### src/rtl/updn_pkg.sv
package updn_pkg;

  typedef enum logic [2:0] {
    OP_HOLD,
    OP_CLEAR,
    OP_LOAD,
    OP_UP,
    OP_DOWN
  } count_op_e;

  // Priority: clear, then load, then a lone strobe edge; both edges hold.
  function automatic count_op_e pick_op(input logic clr, input logic load_n,
                                        input logic up_rise, input logic dn_rise);
    if (clr)                       return OP_CLEAR;
    else if (!load_n)              return OP_LOAD;
    else if (up_rise && !dn_rise)  return OP_UP;
    else if (dn_rise && !up_rise)  return OP_DOWN;
    else                           return OP_HOLD;
  endfunction

endpackage

### src/rtl/strobe_sync.sv
module strobe_sync #(
  parameter int STAGES = 2
) (
  input  logic clk,
  input  logic rst_n,
  input  logic strobe_in,
  output logic level,
  output logic rise
);
  localparam int LAST = STAGES - 1;

  logic [LAST:0] chain;
  logic          prev;

  generate
    if (STAGES == 1) begin : g_single
      always_ff @(posedge clk or negedge rst_n)
        if (!rst_n) chain <= '1;
        else        chain <= strobe_in;
    end else begin : g_multi
      always_ff @(posedge clk or negedge rst_n)
        if (!rst_n) chain <= '1;
        else        chain <= {chain[LAST-1:0], strobe_in};
    end
  endgenerate

  always_ff @(posedge clk or negedge rst_n)
    if (!rst_n) prev <= 1'b1;
    else        prev <= chain[LAST];

  assign level = chain[LAST];
  assign rise  = level & ~prev;

  // an edge is reported for exactly one cycle
  assert_rise_single_R1: assert property (@(posedge clk) disable iff (!rst_n)
    rise |=> !rise);
endmodule

### src/rtl/count_core.sv
module count_core
  import updn_pkg::*;
#(
  parameter int WIDTH = 4
) (
  input  logic             clk,
  input  logic             rst_n,
  input  count_op_e        op,
  input  logic [WIDTH-1:0] data_in,
  output logic [WIDTH-1:0] q,
  output logic             at_max,
  output logic             at_zero
);
  localparam logic [WIDTH-1:0] TOP = {WIDTH{1'b1}};

  function automatic logic [WIDTH-1:0] step(input logic [WIDTH-1:0] v,
                                            input count_op_e o,
                                            input logic [WIDTH-1:0] d);
    case (o)
      OP_CLEAR: return '0;
      OP_LOAD:  return d;
      OP_UP:    return (v == TOP) ? '0 : v + 1'b1;
      OP_DOWN:  return (v == '0) ? TOP : v - 1'b1;
      default:  return v;
    endcase
  endfunction

  always_ff @(posedge clk or negedge rst_n)
    if (!rst_n) q <= '0;
    else        q <= step(q, op, data_in);

  assign at_max  = (q == TOP);
  assign at_zero = (q == '0);

  assert_clear_R4: assert property (@(posedge clk) disable iff (!rst_n)
    op == OP_CLEAR |=> q == '0);
  assert_load_R3: assert property (@(posedge clk) disable iff (!rst_n)
    op == OP_LOAD |=> q == $past(data_in));
  assert_hold_R7: assert property (@(posedge clk) disable iff (!rst_n)
    op == OP_HOLD |=> $stable(q));
  assert_wrap_up_R1: assert property (@(posedge clk) disable iff (!rst_n)
    (op == OP_UP && at_max) |=> at_zero);
  assert_wrap_down_R2: assert property (@(posedge clk) disable iff (!rst_n)
    (op == OP_DOWN && at_zero) |=> at_max);
endmodule

### src/rtl/chain_gate.sv
module chain_gate (
  input  logic at_max,
  input  logic at_zero,
  input  logic up_level,
  input  logic dn_level,
  output logic carry_n,
  output logic borrow_n
);
  assign carry_n  = ~(at_max  & ~up_level);
  assign borrow_n = ~(at_zero & ~dn_level);
endmodule

### src/rtl/updown_strobe_counter.sv
module updown_strobe_counter
  import updn_pkg::*;
#(
  parameter int WIDTH       = 4,
  parameter int SYNC_STAGES = 2
) (
  input  logic             clk,
  input  logic             rst_n,
  input  logic             clr,
  input  logic             load_n,
  input  logic [WIDTH-1:0] data_in,
  input  logic             up_clk,
  input  logic             dn_clk,
  output logic [WIDTH-1:0] q,
  output logic             carry_n,
  output logic             borrow_n
);
  localparam logic [WIDTH-1:0] TOP = {WIDTH{1'b1}};

  logic      up_level, up_rise, dn_level, dn_rise;
  logic      at_max, at_zero;
  count_op_e op;

  strobe_sync #(.STAGES(SYNC_STAGES)) i_up_sync (
    .clk(clk), .rst_n(rst_n), .strobe_in(up_clk), .level(up_level), .rise(up_rise));
  strobe_sync #(.STAGES(SYNC_STAGES)) i_dn_sync (
    .clk(clk), .rst_n(rst_n), .strobe_in(dn_clk), .level(dn_level), .rise(dn_rise));

  assign op = pick_op(clr, load_n, up_rise, dn_rise);

  count_core #(.WIDTH(WIDTH)) i_core (
    .clk(clk), .rst_n(rst_n), .op(op), .data_in(data_in),
    .q(q), .at_max(at_max), .at_zero(at_zero));

  chain_gate i_gate (
    .at_max(at_max), .at_zero(at_zero), .up_level(up_level), .dn_level(dn_level),
    .carry_n(carry_n), .borrow_n(borrow_n));

  // the chain outputs stay idle away from the terminal values
  assert_carry_idle_R5: assert property (@(posedge clk) disable iff (!rst_n)
    (q != TOP) |-> carry_n);
  assert_borrow_idle_R6: assert property (@(posedge clk) disable iff (!rst_n)
    (q != '0) |-> borrow_n);
  // clear overrides load and strobes
  assert_clear_wins_R4: assert property (@(posedge clk) disable iff (!rst_n)
    clr |=> q == '0);
endmodule

### config.mk
export PLATFORM = sky130hd
export DESIGN_NAME = updown_strobe_counter
export DESIGN_NICKNAME = d
export VERILOG_FILES = /design/src/rtl/updn_pkg.sv /design/src/rtl/strobe_sync.sv /design/src/rtl/count_core.sv /design/src/rtl/chain_gate.sv /design/src/rtl/updown_strobe_counter.sv
export SDC_FILE = /design/constraint.sdc
export NUM_CORES = 1
export LEC_CHECK = 0
export BUFFER_PORTS_ARGS = -buffer_cell sky130_fd_sc_hd__buf_2
export CAP_MARGIN = 20
export CORE_AREA = 2 2 39 41
export CTS_BUF_LIST = sky130_fd_sc_hd__clkbuf_8
export CTS_CLUSTER_DIAMETER = 120
export DETAILED_ROUTE_END_ITERATION = 7
export DIE_AREA = 0 0 41 43
export HOLD_SLACK_MARGIN = 0.02
export PLACE_DENSITY = 0.7
export SYNTH_ARGS = -nofsm -noshare
export SYNTH_HDL_FRONTEND = slang
export SYNTH_SLANG_ARGS = --single-unit
### constraint.sdc
create_clock -name clk -period 2.15 [get_ports clk]
set_input_delay 0.3225 -clock clk [delete_from_list [all_inputs] [get_ports clk]]
set_output_delay 0.3225 -clock clk [all_outputs]
set_load 0.02 [all_outputs]
==> metrics.md, run 1 <==
| Metric | Value |
|---|---|
| Outcome | complete, no violations |
| Sw frac | 0.293 |
| Worst-Margin Slew | 330 ps |
| Fmax | 0.508 GHz |
| Synth area leaders | dfstp_2 29%, dfrtp_1 18%, a221o_1 5.5% |
| Initial Util | 0.396 |
| Mean Syn Cell Area | 10.3 sq um |
| Vias | 488 |
| IO Pins | 16 |
| CP Max Fanout | 7 |
| Combinational share of power | 0.249 |
| Crit path top cell by count | inv_1 |
| Crit path max-delay cell type | dfrtp_1 |
| Nets | 86 |
| Drt drc | 0 |
| Post-route setup TNS | 0 ps |
| Clock Skews | 2.70 ps |
| Mapped Cells | 53 |
| Post-route core utilization | 0.512 |
| First-pass GRT wire length | 1.73 mm |
| Iteration count of the initial detailed-routing pass | 4 |
| Htree depth | 1 |
| Synth cell count leaders | 6 x dfstp_2, 4 x dfrtp_1, 4 x nand2b_1 |
| Sequential element share of the synthesized area | 0.470 |
| Asr flop ratio synth | 1.00 |
| RePlAce Congestion | 0.769 |
| Die W | 41 microns |
| CTS tree | yes |
| Deepest clock path buffer count | 2 |
| Largest net degree at the start of global routing | 11 |
| Worst path bufs/invs | 3 |
| Cell Pwr Density | 879 nW/um^2 |
| CP Class | reg -> out |
| Data arrival, critical path | 1650 ps |
| Number of global-route vias before repair | 429 |
| Post-layout total power | 622 uW |
| Placed cell area | 643 sq um |
| Unique masters post-synth | 26 |
| Most common cell in the netlist | dfstp_2 |
| Number of synthesized register bits | 10 |
| RSZ-0062 raised after global routing | false |
| P_sw | 182 uW |
| Slew HR | 0.777 |
| Worst-path clk slew | 50 ps |
| Clock latency on the worst-skew pair | 230 ps |
| Total core area | 1380 sq um |
| Critical path's largest stage delay | 450 ps |
| FF-to-FF setup slack | 430 ps |
| Iter 0 DRT Violations | 16 |
| Post-route cell area | 708 sq um |
| Setup-failing EPs final | 0 |
| GRT Total Usage | 0.152 |
| Max-cap viol count | 0 |
| WL final | 1.12 mm |
| Number of buffers created by CTS | 3 |
| Clk root buf | clkbuf_8 |
| Port Buf Inserts | 15 |
| Congestion Overflow GR | 0 |
| Min cycle time layout | 1970 ps |
| Final hold slack | 186 ps |
| Row Count | 14 |
| Mapped Nets | 65 |
| Leak pwr | 0.000323 uW |
| Maximum VDD drop | 0.414 mV |
| Mapped Area | 548 sq um |
| Syn. warnings | 0 |
| Antenna viol nets, final | 0 |
| Hpwl dp | 853 microns |
| Yosys top cell by area | dfstp_2 |
| Min-delay worst type | in -> reg |
| Clock share of power | 0.364 |
| Critical Path RT | 1830 ps |
| Max-slew violation count | 0 |
| Startpoint types | flip-flop |
| Die height | 43 microns |
| Final hold violations | 0 |
| Die area | 1760 sq um |
| Area Growth Syn to Fin | 29.2% |
| Int Pwr | 440 uW |
| Fraction of layout instances using a drive strength above 1 | 0.356 |
| Initial antenna violation count | 0 |
| Post-synth EDFFs | 0 |
| Sink Count | 10 |
| Avg Vias per Cell | 5.48 |
| Setup crit end kind | output port |
| ANT cells | 0 |
| Layout fillers | 135 |
| Post-synth top area share | 0.288 |
| Post-synth top flop | dfstp_2 |
| WL/cell | 12.6 microns |
| Crit-path cells | inv_1 > ha_1 > inv_1 > or4_1 > buf_2 |
| Tcrit/Tclk final | 0.916 |
| Sequential power share | 0.387 |
| CP top delay family | flip-flops |
==> layout by cell type (no fill, tap or decap), types with 3 or more instances in the layout <==
master,count
a221o_1,3
dfrtp_1,4
clkbuf_8,4
nor2_1,3
a21oi_1,3
buf_2,15
dfstp_2,6
nor2b_1,3
inv_1,3
nand2b_1,4
==> area by class of cell <==
cell class | count | area, sq um | area share
Inverter | 4 | 15.0 | 0.0212
Timing Repair Buffer | 16 | 85.1 | 0.120
Clock buffer | 4 | 55.1 | 0.0777
Tap cell | 16 | 20.0 | 0.0283
Multi-Input combinational cell | 39 | 275 | 0.389
Sequential cell | 10 | 258 | 0.364
==> worst paths after layout <==
kind,cells past startpoint,start,to
setup reg to reg,6,i_core.q[0],i_core.q[3]
hold / removal,1,up_clk,i_up_sync.chain[0]
max in group asynchronous,2,rst_n,i_up_sync.prev
hold reg to reg,0,i_dn_sync.chain[0],i_dn_sync.chain[1]
setup / recovery,5,i_core.q[0],borrow_n
min in group asynchronous,2,rst_n,i_core.q[3]
==> power groups by stage <==
stage	clock network, uW	registers (uW)	logic, uW
finish	227	241	155
global route	242	244	169
CTS	235	240	154
detailed placement	0	242	151
global placement	0	241	149
floorplan	0	253	90.0
==> worst register-to-register path: cells and delay by family, from the launching register on <==
kind            cells  cell delay, ps
compound gates      4             790
flops               1             450
fa+ha+maj           1             240
buf+inv             1             110
==> registers in the layout (all words and copies together), names as in the netlist <==
register	count
i_dn_sync.chain	2
i_up_sync.prev	1
i_dn_sync.prev	1
i_core.q	4
i_up_sync.chain	2
==> metrics by stage <==
step,instances,worst slack [ps]
after floorplan,53,467
after global placement,84,466
after detailed placement,84,448
after CTS,89,188
after global routing,89,129
final,89,180
==> cells by family after synthesis <==
group	after synthesis	share of synthesized area
simple gates	21	0.231
compound gates	14	0.192
flops	10	0.470
buf+inv	4	0.0274
fa+ha+maj	2	0.0457
xor+xnor	1	0.0160
mux	1	0.0183
==> layer usage <==
| metal | up-vias | wire length (microns) | global-route usage |
|---|---|---|---|
| met3 | 5 | 73 | 0.0157 |
| met1 | 224 | 486 | 0.195 |
| met4 | 0 | 45 | 0.140 |
| met2 | 20 | 518 | 0.213 |
| met5 | - | 0 | 0 |
| li1 | 239 | - | - |
==> repair_timing <==
item                                   in CTS  in global routing
endpoints found under the hold margin       4                  0
hold buffers                                1                  0
gates resized for setup                     0                  0
setup buffers                               0                  0
No activity file was read; power rests on OpenSTA's default activity.
==> run 2, diff against run 1 <==
--- a/config.mk
+++ b/config.mk
@@ -7,13 +7,15 @@
 export LEC_CHECK = 0
 export BUFFER_PORTS_ARGS = -buffer_cell sky130_fd_sc_hd__buf_2
 export CAP_MARGIN = 20
-export CORE_AREA = 2 2 39 41
+export CELL_PAD_IN_SITES_DETAIL_PLACEMENT = 0
+export CELL_PAD_IN_SITES_GLOBAL_PLACEMENT = 1
+export CORE_UTILIZATION = 41
 export CTS_BUF_LIST = sky130_fd_sc_hd__clkbuf_8
 export CTS_CLUSTER_DIAMETER = 120
 export DETAILED_ROUTE_END_ITERATION = 7
-export DIE_AREA = 0 0 41 43
 export HOLD_SLACK_MARGIN = 0.02
-export PLACE_DENSITY = 0.7
+export PLACE_DENSITY = 0.84
 export SYNTH_ARGS = -nofsm -noshare
 export SYNTH_HDL_FRONTEND = slang
+export SYNTH_HIERARCHICAL = 1
 export SYNTH_SLANG_ARGS = --single-unit
==> run 2 against run 1 <==
- register-to-register slack worse by 70 ps
- clock-buffer cell count down 1
- sequential power down 4%
- global-route usage up 3.7 points
- critical path type unchanged
- synthesized area up 22%
- maximum frequency up 1.0%
- hold slack about the same
- flip-flop and latch count unchanged
- setup slack better by 20 ps
- critical path depth unchanged
- clock skew up 9.9 ps
- core utilization up 1.7 points
==> metrics.md, run 2 <==
| Metric | Value |
|---|---|
| Max-slew violation count | 0 (unchanged) |
| Post-synth EDFFs | 0 (unchanged) |
| Critical Path RT | 1830 ps (about the same) |
| Die height | 42.4 microns (was 43 microns) |
| R2r startpoint | i_dn_sync/chain[1] (was i_core.q[0]) |
| Most frequent cells in the layout | 15 x buf_2, 6 x inv_1, 6 x dfstp_2 (was 15 x buf_2, 6 x dfstp_2, 4 x nand2b_1, 4 x clkbuf_8, 4 x dfrtp_1) |
| ANT cells | 0 (unchanged) |
| Sw frac | 0.320 (was 0.293) |
| Placed insts | 96 (was 84) |
| Avg Vias per Cell | 5.66 (was 5.48) |
| M1 WL | 700 microns (was 486 microns) |
| Post-synth top area share | 0.235 (was 0.288) |
| R2R cell count | 7 (was 6) |
| Slew HR | 0.819 (was 0.777) |
| Die W | 42.4 microns (was 41 microns) |
| Syn. warnings | 6 (was 0) |
| Mean Syn Cell Area | 10.2 sq um (was 10.3 sq um) |
| Combinational share of power | 0.255 (was 0.249) |
| Htree depth | 1 (unchanged) |
| Post-route cell area | 806 sq um (was 708 sq um) |
| Post-synth top flop | dfstp_2 (unchanged) |
| Number of buffers created by CTS | 3 (unchanged) |
| Data arrival, critical path | 1630 ps (was 1650 ps) |
| Commonest non-fill, non-tap cell in the layout | buf_2 (unchanged) |
| Final hold violations | 0 (unchanged) |
| Sequential power share | 0.396 (was 0.387) |
| WL final | 1.48 mm (was 1.12 mm) |
| Final hold slack | 186 ps (about the same) |
| Number of global-route vias before repair | 502 (was 429) |
| Initial antenna violation count | 0 (unchanged) |
| Tcrit/Tclk final | 0.907 (was 0.916) |
| Antenna viol nets, final | 0 (unchanged) |
| Sequential element share of the synthesized area | 0.384 (was 0.470) |
| Cell Pwr Density | 725 nW/um^2 (was 879 nW/um^2) |
| Worst setup path start | i_core/q[0] (was i_core.q[0]) |
| Unique masters post-synth | 32 (was 26) |
| Max reg flops | 4 (unchanged) |
| Max-cap viol count | 0 (unchanged) |
| Synth cell count leaders | 6 x dfstp_2, 5 x a21oi_1, 5 x inv_1 (was 6 x dfstp_2, 4 x dfrtp_1, 4 x nand2b_1) |
| Fraction of layout instances using a drive strength above 1 | 0.400 (was 0.356) |
| Row Count | 14 (unchanged) |
| GRT Total Usage | 0.189 (was 0.152) |
| Die area | 1800 sq um (was 1760 sq um) |
| P_sw | 187 uW (was 182 uW) |
| Largest net degree at the start of global routing | 13 (was 11) |
| Largest Register | i_core/q (was i_core.q) |
| Detail Route met2 WL | 683 microns (was 518 microns) |
| Startpoint types | flip-flop (unchanged) |
| Synth area leaders | dfstp_2 24%, dfrtp_1 15%, nor2b_4 8.2% (was dfstp_2 29%, dfrtp_1 18%, a221o_1 5.5%) |
| Clk root buf | clkbuf_8 (unchanged) |
| WL/cell | 14.7 microns (was 12.6 microns) |
| Worst R2R End | i_core/q[3] (was i_core.q[3]) |
| Iteration count of the initial detailed-routing pass | 4 (unchanged) |
| Layout fillers | 144 (was 135) |
| Initial Util | 0.440 (was 0.396) |
| Asr flop ratio synth | 1.00 (unchanged) |
| Min-delay worst type | in -> reg (unchanged) |
| Critical Path Sink | borrow_n (unchanged) |
| Port Buf Inserts | 15 (unchanged) |
| First-pass GRT wire length | 2.44 mm (was 1.73 mm) |
| Number of synthesized register bits | 10 (unchanged) |
| Deepest clock path buffer count | 2 (unchanged) |
| Clock Skews | 12.6 ps (was 2.70 ps) |
| Congestion Overflow GR | 0 (unchanged) |
| Most common cell in the netlist | dfstp_2 (unchanged) |
| Total core area | 1520 sq um (was 1380 sq um) |
| Post-route setup TNS | 0 ps (unchanged) |
| Non-Filler Instances | 101 (was 89) |
| RePlAce Congestion | 0.774 (was 0.769) |
| Outcome | complete, no violations (unchanged) |
| Sink Count | 10 (unchanged) |
| Hpwl dp | 1.09 mm (was 853 microns) |
| Register area | 258 sq um (unchanged) |
| IO Pins | 16 (unchanged) |
| RSZ-0062 raised after global routing | false (unchanged) |
| Area taken by multi-input logic gates | 364 sq um (was 275 sq um) |
| Mapped Cells | 66 (was 53) |
| CTS tree | yes (unchanged) |
| Min cycle time layout | 1950 ps (was 1970 ps) |
| Drt drc | 0 (unchanged) |
| Iter 0 DRT Violations | 4 (was 16) |
| Mapped Nets | 78 (was 65) |
| CP Class | reg -> out (unchanged) |
| Maximum VDD drop | 0.367 mV (was 0.414 mV) |
| Area Growth Syn to Fin | 20.1% (was 29.2%) |
| Top layer reached by signal wires | met4 (unchanged) |
| Placed cell area | 751 sq um (was 643 sq um) |
| Int Pwr | 398 uW (was 440 uW) |
| Worst-path clk slew | 50 ps (about the same) |
| Clock latency on the worst-skew pair | 250 ps (was 230 ps) |
| Setup-failing EPs final | 0 (unchanged) |
| Leak pwr | 0.000358 uW (was 0.000323 uW) |
| Largest regs | i_core/q: 4 flops, i_dn_sync/chain: 2 flops, i_up_sync/chain: 2 flops (was i_core.q: 4 flops, i_dn_sync.chain: 2 flops, i_up_sync.chain: 2 flops) |
| Detail Route met3 WL | 59 microns (was 73 microns) |
| FF-to-FF setup slack | 360 ps (was 430 ps) |
| Worst-Margin Slew | 271 ps (was 330 ps) |
| Mapped Area | 671 sq um (was 548 sq um) |
| Setup crit end kind | output port (unchanged) |
| Clock share of power | 0.349 (was 0.364) |
| Fmax | 0.513 GHz (was 0.508 GHz) |
| CP Max Fanout | 6 (was 7) |
| Yosys top cell by area | dfstp_2 (unchanged) |
| Nets | 98 (was 86) |
| Vias | 572 (was 488) |
## run 2: changes by cell type after synthesis, sizes merged, moves of 2 or more
cell    change
a22oi       +2
a221oi      +2
nor3b       +2
nor2b       +2
or4         -2
buf         +3
a21oi       +2
a221o       -3
and2b       -2
o21ai       +3
nand3       -2
## run 2: logic make-up after synthesis
group | count (synthesis) | share of synthesized area
AND/OR/NAND/NOR | 23 | 0.271
buffers and inverters | 8 | 0.0728
AO/OA/AOI/OAI | 21 | 0.207
flip-flops | 10 | 0.384
multiplexers | 1 | 0.0149
XOR/XNOR | 1 | 0.0131
adder cells (fa/ha/maj) | 2 | 0.0373
## run 2: worst min path at each step
stage / endpoint / slack [ps] / start / cells past startpoint
after floorplan: i_core/q[0] / 30 / rst_n / 0
after global placement: i_core/q[2] / 190 / rst_n / 1
after detailed placement: i_core/q[2] / 200 / rst_n / 1
after CTS: i_up_sync/chain[0] / 180 / up_clk / 1
after global routing: i_up_sync/chain[0] / 170 / up_clk / 1
final: i_up_sync/chain[0] / 190 / up_clk / 1
## run 2: stage by stage
| step | util | power, uW | setup WS (ps) |
|---|---|---|---|
| floorplan | - | 334 | 425 |
| global placement | 0.493 | 378 | 423 |
| detailed placement | 0.493 | 381 | 377 |
| CTS | 0.529 | 592 | 207 |
| global route | 0.529 | 618 | 57.0 |
| finish | 0.529 | 585 | 200 |
## run 2: area by class of cell
cell class,instances,share of cell area
Tap cell,16,0.0248
Clock inverter,1,0.00466
Multi-Input combinational cell,48,0.452
Clock buffer,3,0.0512
Inverter,5,0.0233
Sequential cell,10,0.320
Timing Repair Buffer,18,0.124
## run 2: power by group through the flow
stage	logic, uW	registers [uW]	clock network, uW
floorplan	94.2	240	0
detailed placement	147	234	0
finish	149	231	204
global route	164	234	220
global placement	145	233	0
CTS	149	231	212
## run 2: repair_timing
item,in CTS,in global routing
setup buffers,0,0
resized for setup,0,0
hold endpoints to repair,4,0
hold buffers,1,0
setup endpoints to repair,0,0
## run 2: layer usage
| layer | GRT usage | vias up |
|---|---|---|
| li1 | - | 280 |
| met1 | 0.246 | 274 |
| met2 | 0.277 | 13 |
| met3 | 0.0517 | 5 |
| met4 | 0.113 | 0 |
| met5 | 0 | - |
## run 2: critical path, cell delays in order (launching register included)
cell and delay, ps:
dfrtp_1 440, inv_1 140, ha_1 250, nor3b_1 280, nand2b_1 100, buf_2 160
==> run 3, diff against run 2 <==
--- a/config.mk
+++ b/config.mk
@@ -15,6 +15,7 @@
 export DETAILED_ROUTE_END_ITERATION = 7
 export HOLD_SLACK_MARGIN = 0.02
 export PLACE_DENSITY = 0.84
+export SETUP_SLACK_MARGIN = 0.4
 export SYNTH_ARGS = -nofsm -noshare
 export SYNTH_HDL_FRONTEND = slang
 export SYNTH_HIERARCHICAL = 1
==> run 3 against run 2 <==
- setup slack improved by 220 ps
- clock power barely moved
- flip-flop and latch count did not move
- non-clock buffer count rose by 11
- wire length rose by 16%
- combinational power rose by 44%
- global-route usage rose by 2.1 points
- sequential share of layout area fell by 4.9 points
- final cell count rose by 11%
- register-to-register slack improved by 80 ps
- critical path depth did not move
- maximum frequency rose by 12%
- critical path type unchanged
- largest power group unchanged
==> metrics.md, run 3 (synthesized netlist as in run 2, its figures left out) <==
| Metric | Value |
|---|---|
| Outcome | complete, no violations (unchanged) |
| Area taken by multi-input logic gates | 425 sq um (was 364 sq um) |
| IO Pins | 16 (unchanged) |
| Deepest clock path buffer count | 2 (unchanged) |
| Hold path endpoint | i_up_sync/chain[0] (unchanged) |
| GRT Total Usage | 0.209 (was 0.189) |
| Post-route setup TNS | 0 ps (unchanged) |
| Critical Path RT | 1830 ps (about the same) |
| Die height | 42.4 microns (unchanged) |
| Port Buf Inserts | 15 (unchanged) |
| Congestion Overflow GR | 0 (unchanged) |
| Worst-path clk slew | 50 ps (about the same) |
| Fraction of layout instances using a drive strength above 1 | 0.583 (was 0.400) |
| Nets | 109 (was 98) |
| Sink Count | 10 (unchanged) |
| Cell Pwr Density | 685 nW/um^2 (was 725 nW/um^2) |
| RSZ-0062 raised after global routing | true (was false) |
| Htree depth | 1 (unchanged) |
| WL/cell | 15.3 microns (was 14.7 microns) |
| Hold Startpoint | up_clk (unchanged) |
| Largest net degree at the start of global routing | 11 (was 13) |
| Clk root buf | clkbuf_8 (unchanged) |
| Row Count | 14 (unchanged) |
| Largest regs | i_core/q: 4 flops, i_dn_sync/chain: 2 flops, i_up_sync/chain: 2 flops (unchanged) |
| Max reg flops | 4 (unchanged) |
| CP Class | reg -> out (unchanged) |
| Die W | 42.4 microns (unchanged) |
| Avg Vias per Cell | 5.60 (was 5.66) |
| Fmax | 0.577 GHz (was 0.513 GHz) |
| Iteration count of the initial detailed-routing pass | 4 (unchanged) |
| Startpoint types | flip-flop (unchanged) |
| Number of global-route vias before repair | 580 (was 502) |
| CTS tree | yes (unchanged) |
| Final hold violations | 0 (unchanged) |
| R2r startpoint | i_dn_sync/chain[1] (unchanged) |
| Setup-failing EPs final | 0 (unchanged) |
| Tcrit/Tclk final | 0.807 (was 0.907) |
| Die area | 1800 sq um (unchanged) |
| Max-cap viol count | 0 (unchanged) |
| Combinational share of power | 0.330 (was 0.255) |
| Hold Path Stages | 1 (unchanged) |
| Iter 0 DRT Violations | 5 (was 4) |
| Clock latency on the worst-skew pair | 250 ps (about the same) |
| Antenna viol nets, final | 0 (unchanged) |
| Vias | 627 (was 572) |
| Drt drc | 0 (unchanged) |
| Max-slew violation count | 0 (unchanged) |
| P_sw | 210 uW (was 187 uW) |
| Slew HR | 0.786 (was 0.819) |
| Most frequent cells in the layout | 15 x buf_2, 12 x buf_4, 6 x dfstp_2 (was 15 x buf_2, 6 x inv_1, 6 x dfstp_2) |
| R2R cell count | 8 (was 7) |
| Min-delay worst type | in -> reg (unchanged) |
| Register area | 259 sq um (was 258 sq um) |
| Sw frac | 0.321 (was 0.320) |
| Initial Util | 0.440 (unchanged) |
| Placed cell area | 751 sq um (unchanged) |
| Commonest non-fill, non-tap cell in the layout | buf_2 (unchanged) |
| Data arrival, critical path | 1410 ps (was 1630 ps) |
| Clock Skews | 12.2 ps (was 12.6 ps) |
| Layout fillers | 128 (was 144) |
| Largest Register | i_core/q (unchanged) |
| ANT cells | 0 (unchanged) |
| Leak pwr | 0.000426 uW (was 0.000358 uW) |
| Post-route cell area | 955 sq um (was 806 sq um) |
| CP Max Fanout | 4 (was 6) |
| Total core area | 1520 sq um (unchanged) |
| Worst-Margin Slew | 321 ps (was 271 ps) |
| Post-layout total power | 654 uW (was 585 uW) |
| Sequential power share | 0.356 (was 0.396) |
| Maximum VDD drop | 0.390 mV (was 0.367 mV) |
| First-pass GRT wire length | 2.70 mm (was 2.44 mm) |
| FF-to-FF setup slack | 440 ps (was 360 ps) |
| Area Growth Syn to Fin | 42.4% (was 20.1%) |
| Clock share of power | 0.315 (was 0.349) |
| Hpwl dp | 1.09 mm (unchanged) |
| WL final | 1.71 mm (was 1.48 mm) |
| RePlAce Congestion | 0.774 (unchanged) |
| Setup crit end kind | output port (unchanged) |
| Min cycle time layout | 1730 ps (was 1950 ps) |
| Initial antenna violation count | 0 (unchanged) |
| Number of buffers created by CTS | 3 (unchanged) |
| Int Pwr | 444 uW (was 398 uW) |
| Worst R2R End | i_core/q[2] (was i_core/q[3]) |
## run 3: cell type report
type,count,share of cell area
multi-input cells,48,0.446
clock buffers,3,0.0433
well taps,16,0.0210
inverters,5,0.0197
flip-flops and latches,10,0.271
clock inverters,1,0.00393
repair buffers,29,0.195
## run 3: metrics by stage
stage                     utilization  hold slack, ps  setup WS (ps)  instances
final                           0.626             185            416        112
after global routing            0.626             173            331        112
after CTS                       0.565             180            369        106
after detailed placement        0.493             199            377         96
after global placement          0.493             189            423         96
after floorplan                     -            26.9            425         66
## run 3: worst max path at each step
stage                            start           to  slack, ps  cells after the start
finish                     i_core/q[0]     borrow_n        420                      5
global route        i_up_sync/chain[1]  i_core/q[3]        330                      8
CTS                        i_core/q[0]     borrow_n        370                      5
detailed placement  i_dn_sync/chain[1]  i_core/q[3]        380                      7
global placement    i_dn_sync/chain[1]  i_core/q[3]        420                      7
floorplan           i_dn_sync/chain[1]  i_core/q[3]        420                      7
## run 3: metal layers
layer | global-route usage | share of wire
met1 | 0.254 | 0.42
met2 | 0.329 | 0.50
met3 | 0.0517 | 0.046
met4 | 0.131 | 0.032
met5 | 0 | 0
## run 3: repair_timing
| item | in CTS | in global routing |
|---|---|---|
| hold buffers | 1 | 0 |
| hold endpoints to repair | 4 | 0 |
| setup buffers | 5 | 6 |
| pin swaps | 0 | 5 |
| endpoints found under the setup margin | 3 | 6 |
| gates resized for setup | 6 | 9 |
## run 3: critical path: stages (launching register included)
cell and delay [ps]:
dfrtp_2 430, inv_2 110, ha_4 160, nor3b_4 200, nand2b_1 100, buf_2 160
## run 3: power by group through the flow
stage	combinational, uW	clock, uW	sequential, uW
after floorplan	94.2	0	240
after global placement	145	0	233
after detailed placement	147	0	234
after CTS	167	212	232
after global routing	232	220	234
final	215	206	233
